### src/rtl/supv_pkg.sv
package supv_pkg;

   // registered status flags other than reset, MSB first
   typedef struct packed {
      logic lowline_n;
      logic batt_on;
      logic pf_n;
      logic ce_n;
   } supv_stat_t;

   localparam int unsigned STAT_W = $bits(supv_stat_t);

   // safe values held while the block itself is in reset
   localparam supv_stat_t STAT_RST = '{lowline_n: 1'b0, batt_on: 1'b0,
                                       pf_n: 1'b0, ce_n: 1'b1};

   function automatic int unsigned cnt_bits(input int unsigned max_val);
      return (max_val < 2) ? 1 : $clog2(max_val + 1);
   endfunction

endpackage

### src/rtl/supv_stretch.sv
module supv_stretch #(
   parameter int unsigned SHORT_CYCLES = 512,
   parameter int unsigned LONG_CYCLES  = 2048
) (
   input  logic clk_i,
   input  logic rst_n_i,
   input  logic supply_bad_i,
   input  logic wd_expire_i,
   input  logic long_sel_i,
   output logic act_o,
   output logic done_o
);
   import supv_pkg::*;

   localparam int unsigned CNT_W = cnt_bits(LONG_CYCLES);
   localparam logic [CNT_W-1:0] SHORT_V = CNT_W'(SHORT_CYCLES);
   localparam logic [CNT_W-1:0] LONG_V  = CNT_W'(LONG_CYCLES);

   logic [CNT_W-1:0] cnt_q;
   logic [CNT_W-1:0] width_w;
   logic             act_q;
   logic             done_q;

   assign width_w = long_sel_i ? LONG_V : SHORT_V;

   // brownout reloads the full width every cycle it lasts; the watchdog
   // loads one less because its strobe edge already counts as a low cycle
   always_ff @(posedge clk_i or negedge rst_n_i) begin
      if (!rst_n_i) begin
         act_q  <= 1'b1;
         cnt_q  <= LONG_V;
         done_q <= 1'b0;
      end else begin
         done_q <= 1'b0;
         if (supply_bad_i) begin
            act_q <= 1'b1;
            cnt_q <= width_w;
         end else if (act_q) begin
            if (cnt_q == '0) begin
               act_q  <= 1'b0;
               done_q <= 1'b1;
            end else begin
               cnt_q <= cnt_q - 1'b1;
            end
         end else if (wd_expire_i) begin
            act_q <= 1'b1;
            cnt_q <= width_w - 1'b1;
         end
      end
   end

   assign act_o  = act_q;
   assign done_o = done_q;

endmodule

### src/rtl/supv_status_dec.sv
module supv_status_dec (
   input  logic                 vcc_ok_i,
   input  logic                 below_batt_i,
   input  logic                 pwr_low_i,
   input  logic                 ce_n_i,
   output logic                 supply_bad_o,
   output supv_pkg::supv_stat_t stat_o
);
   always_comb begin
      supply_bad_o     = !vcc_ok_i || below_batt_i;
      stat_o.lowline_n = vcc_ok_i && !below_batt_i;
      stat_o.batt_on   = below_batt_i;
      stat_o.pf_n      = !below_batt_i && !pwr_low_i;
      stat_o.ce_n      = supply_bad_o || ce_n_i;
   end
endmodule

### src/rtl/supv_flop_bank.sv
module supv_flop_bank #(
   parameter int unsigned     W       = 4,
   parameter logic [W-1:0]    RST_VAL = '0
) (
   input  logic         clk_i,
   input  logic         rst_n_i,
   input  logic [W-1:0] d_i,
   output logic [W-1:0] q_o
);
   for (genvar b = 0; b < W; b++) begin : g_bit
      always_ff @(posedge clk_i or negedge rst_n_i) begin
         if (!rst_n_i) q_o[b] <= RST_VAL[b];
         else          q_o[b] <= d_i[b];
      end
   end
endmodule

### src/rtl/supv_reset_seq.sv
module supv_reset_seq #(
   parameter int unsigned SHORT_CYCLES = 512,
   parameter int unsigned LONG_CYCLES  = 2048
) (
   input  logic clk_i,
   input  logic rst_n_i,
   input  logic vcc_ok_i,
   input  logic below_batt_i,
   input  logic pwr_low_i,
   input  logic wd_expire_i,
   input  logic ce_n_i,
   input  logic long_sel_i,
   output logic rst_n_o,
   output logic rst_o,
   output logic lowline_n_o,
   output logic batt_on_o,
   output logic pf_n_o,
   output logic ce_n_o,
   output logic rst_done_o
);
   import supv_pkg::*;

   if (SHORT_CYCLES < 2) begin : g_chk_short
      $error("SHORT_CYCLES must be at least 2");
   end
   if (LONG_CYCLES < SHORT_CYCLES) begin : g_chk_long
      $error("LONG_CYCLES must not be below SHORT_CYCLES");
   end

   logic       supply_bad_w;
   logic       act_w;
   supv_stat_t stat_d_w;
   supv_stat_t stat_q_w;

   supv_status_dec dec_i (
      .vcc_ok_i     (vcc_ok_i),
      .below_batt_i (below_batt_i),
      .pwr_low_i    (pwr_low_i),
      .ce_n_i       (ce_n_i),
      .supply_bad_o (supply_bad_w),
      .stat_o       (stat_d_w)
   );

   supv_stretch #(
      .SHORT_CYCLES (SHORT_CYCLES),
      .LONG_CYCLES  (LONG_CYCLES)
   ) stretch_i (
      .clk_i        (clk_i),
      .rst_n_i      (rst_n_i),
      .supply_bad_i (supply_bad_w),
      .wd_expire_i  (wd_expire_i),
      .long_sel_i   (long_sel_i),
      .act_o        (act_w),
      .done_o       (rst_done_o)
   );

   supv_flop_bank #(
      .W       (STAT_W),
      .RST_VAL (STAT_RST)
   ) stat_reg_i (
      .clk_i   (clk_i),
      .rst_n_i (rst_n_i),
      .d_i     (stat_d_w),
      .q_o     (stat_q_w)
   );

   assign rst_n_o     = !act_w;
   assign rst_o       = act_w;
   assign lowline_n_o = stat_q_w.lowline_n;
   assign batt_on_o   = stat_q_w.batt_on;
   assign pf_n_o      = stat_q_w.pf_n;
   assign ce_n_o      = stat_q_w.ce_n;

endmodule

### config.mk
export PLATFORM = sky130hd
export DESIGN_NAME = supv_reset_seq
export DESIGN_NICKNAME = d
export VERILOG_FILES = /design/src/rtl/supv_pkg.sv /design/src/rtl/supv_stretch.sv /design/src/rtl/supv_status_dec.sv /design/src/rtl/supv_flop_bank.sv /design/src/rtl/supv_reset_seq.sv
export SDC_FILE = /design/constraint.sdc
export NUM_CORES = 1
export LEC_CHECK = 0
export ABC_AREA = 1
export BUFFER_PORTS_ARGS = -buffer_cell sky130_fd_sc_hd__buf_4
export CORE_MARGIN = 2
export CORE_UTILIZATION = 60
export DETAILED_ROUTE_END_ITERATION = 16
export HOLD_SLACK_MARGIN = 0.1
export PLACE_DENSITY = 0.94
export SKIP_LAST_GASP = 1
export SYNTH_ARGS = -nofsm -noshare
export SYNTH_HDL_FRONTEND = slang
export SYNTH_SLANG_ARGS = --single-unit
### constraint.sdc
create_clock -name clk_i -period 4.3 [get_ports clk_i]
set_input_delay 0.43 -clock clk_i [delete_from_list [all_inputs] [get_ports clk_i]]
set_output_delay 0.43 -clock clk_i [all_outputs]
set_load 0.02 [all_outputs]
==> flow_summary.yaml <==
timing:
  tns_ps: 0
  timing.slew.headroom_pct: 75.18
  hold_viol: 0
  worstMarginPinSlew_ps: 372.3
  setup_viol_count_final: 0
  clock_skew_ps: 11.71
  max_freq_ghz: 0.5586
  whs_ps: 255.9
  min_period_over_period_pct: 41.63
  finalCriticalPeriod_ps: 1790
  rsz0062_at_grt: "no"
  final_max_slew_viol_count: 0
  fin_ws_ps: 2510
setup_path:
  reg2reg_setup_slack_ps: 2510
  startpoint_type: "flop"
  cp_max_fo: 18
  crit_type: "flop to flop"
  critical_path_arrival_ps: 2000
  worstSetupEndpointType: "flop"
  worstPathRequired_ps: 4510
routing:
  top_layer: "met4"
  routedWlPerCell_um: 13.96
  antenna_left: 0
  met2_length_mm: 1.406
  vias: 1049
  drc_errors: 0
  wl_mm: 2.695
  routed_via_density: 5.435
  drt-initial-drc-count: 40
  wl_met3_um: 156
  drt_first_pass_iters: 5
  wl_met1_mm: 1.087
power_and_ir_drop:
  finalPower_uw: 471.9
  p_leak_nw: 0.6706
  p_per_area_nw_per_um2: 369.8
  peakVddDrop_mv: 0.2869
synthesis:
  synth_edf_count: 0
  syn-cell-area_um2: 1127
  ys_seq_elements: 18
  synth_top_area_share_pct: 33.30
  netlist_instances: 152
  syn_nets: 161
  synth_area_leaders: "dfrtp_1, nand2_1, dfstp_2, nand3_1, inv_1"
  synth_cell_type_count: 23
  yosys.area.top_type: "dfrtp_1"
  async_reset_ff_share_pct: 100.0
  yosys_most_used_dff: "dfrtp_1"
  ys_warn_count: 0
  ys_seq_area_share_pct: 40.29
  avgSynthCellArea_um2: 7.417
layout:
  fin_util_pct: 73.12
  fill_cells: 142
  final_design_area_no_fill_um2: 1276
  drive_gt1_share_pct: 26.79
  layout_common_cells: "nand2_1, dfrtp_1, inv_1, buf_4, nor2_1"
  n_antenna_cell: 0
  nets: 178
  layout.cells.non_filler: 193
  layout_commonest_cell: "nand2_1"
  area_delta_synth_final_pct: 13.21
worst_hold_path:
  hold_class: "primary input to flop"
clock_network:
  cts_max_level: 1
  cts_tree: "yes"
  post-cts-setup-buffer-count: 0
  cts.clk_slew.worst_paths_ps: 110
  ctsRootBufferMaster: "clkbuf_4"
  cts.sink_count: 18
  cts.path.max_buffers: 2
  insertion_delay_ps: 300
  cts_buffers: 3
grt:
  grt_pass1_vias: 966
  grt-ovfl-total: 0
  antenna_found_initial: 0
  grt_start_max_net_pins: 19
  grt_pass1_wl_mm: 4.257
  grt_use_total_pct: 27.89
run:
  cap_violations: 0
floorplanning:
  rows: 15
  dieArea_um2: 2242
  die_w_um: 47.35
  core-area_um2: 1745
  die_h_um: 47.35
  start_util_pct: 64.59
  ios: 15
placed_design:
  gp_congestion: 0.8981
  dp_hpwl_mm: 2.012
  io_buffers: 14
  pre_cts_slack_ps: 2545
  dp_cells: 188
  place_area_um2: 1230
outcome:
  run_status: "finished clean"
[registers in the layout, indices dropped and copies added, names as in the netlist]
name              cells
stretch_i.cnt_q      12
stretch_i.done_o      1
stat_reg_i.q_o        4
stretch_i.act_o       1
[metal layers]
layer / up-vias / global-route usage (%)
li1: 502 / -
met1: 500 / 32.62
met2: 42 / 48.65
met3: 5 / 5.000
met4: 0 / 13.33
met5: - / 0
[final timing paths]
kind	cells past startpoint	from	end
max	10	stretch_i.act_o	stretch_i.cnt_q[10]
min	2	pwr_low_i	stat_reg_i.q_o[1]
max reg2reg	10	stretch_i.act_o	stretch_i.cnt_q[10]
min reg2reg	2	stretch_i.cnt_q[11]	stretch_i.cnt_q[11]
max in group asynchronous	2	rst_n_i	stretch_i.act_o
min in group asynchronous	2	rst_n_i	stretch_i.cnt_q[5]
[power by group]
part	switching (mW)	total (mW)	internal [mW]
clock	0.0550	0.107	0.0517
sequential	0.0196	0.206	0.186
combinational	0.100	0.160	0.0595
total	0.175	0.472	0.297
[kinds of logic after synthesis]
| kind of cell | Yosys count | synth area share, % |
|---|---|---|
| simple gates | 94 | 39.96 |
| buf+inv | 20 | 8.879 |
| flops | 18 | 40.29 |
| compound gates | 15 | 6.659 |
| xor+xnor | 4 | 3.108 |
| fa+ha+maj | 1 | 1.110 |
[synth_stat cells (2+ instances only)]
cell      n
or2_2     2
nand2_1  46
inv_1    14
inv_2     2
o21ai_0   6
nor2_2    6
xor2_1    3
dfstp_2   3
o21ai_1   8
nand3_1  11
buf_6     3
dfrtp_1  15
nor4_1    2
nand2_2   8
nor2_1   13
nor2_4    3
[cell type report]
| class | instances | area, um2 | share of cell area [%] |
|---|---|---|---|
| well taps | 25 | 31.28 | 2.451 |
| flip-flops and latches | 18 | 454.2 | 35.59 |
| clock buffers | 4 | 36.28 | 2.843 |
| multi-input cells | 114 | 573.1 | 44.90 |
| inverters | 17 | 66.31 | 5.196 |
| repair buffers | 15 | 115.1 | 9.020 |
[critical path, stage by stage, from the launching register on]
cell     delay (ps)
dfstp_2         780
nand2_1         180
ha_1            250
nand2_1          90
nor2_2           60
nand2_2         100
nor2_2           40
nand2_1          50
nand2_1          50
nand2_1          60
nand2_1          50
[timing repair]
item | 4_1_cts | 5_1_grt
gates resized for setup | 0 | 0
hold endpoints to repair | 15 | 0
hold buffers | 1 | 0
No activity file was read; power rests on OpenSTA's default activity.
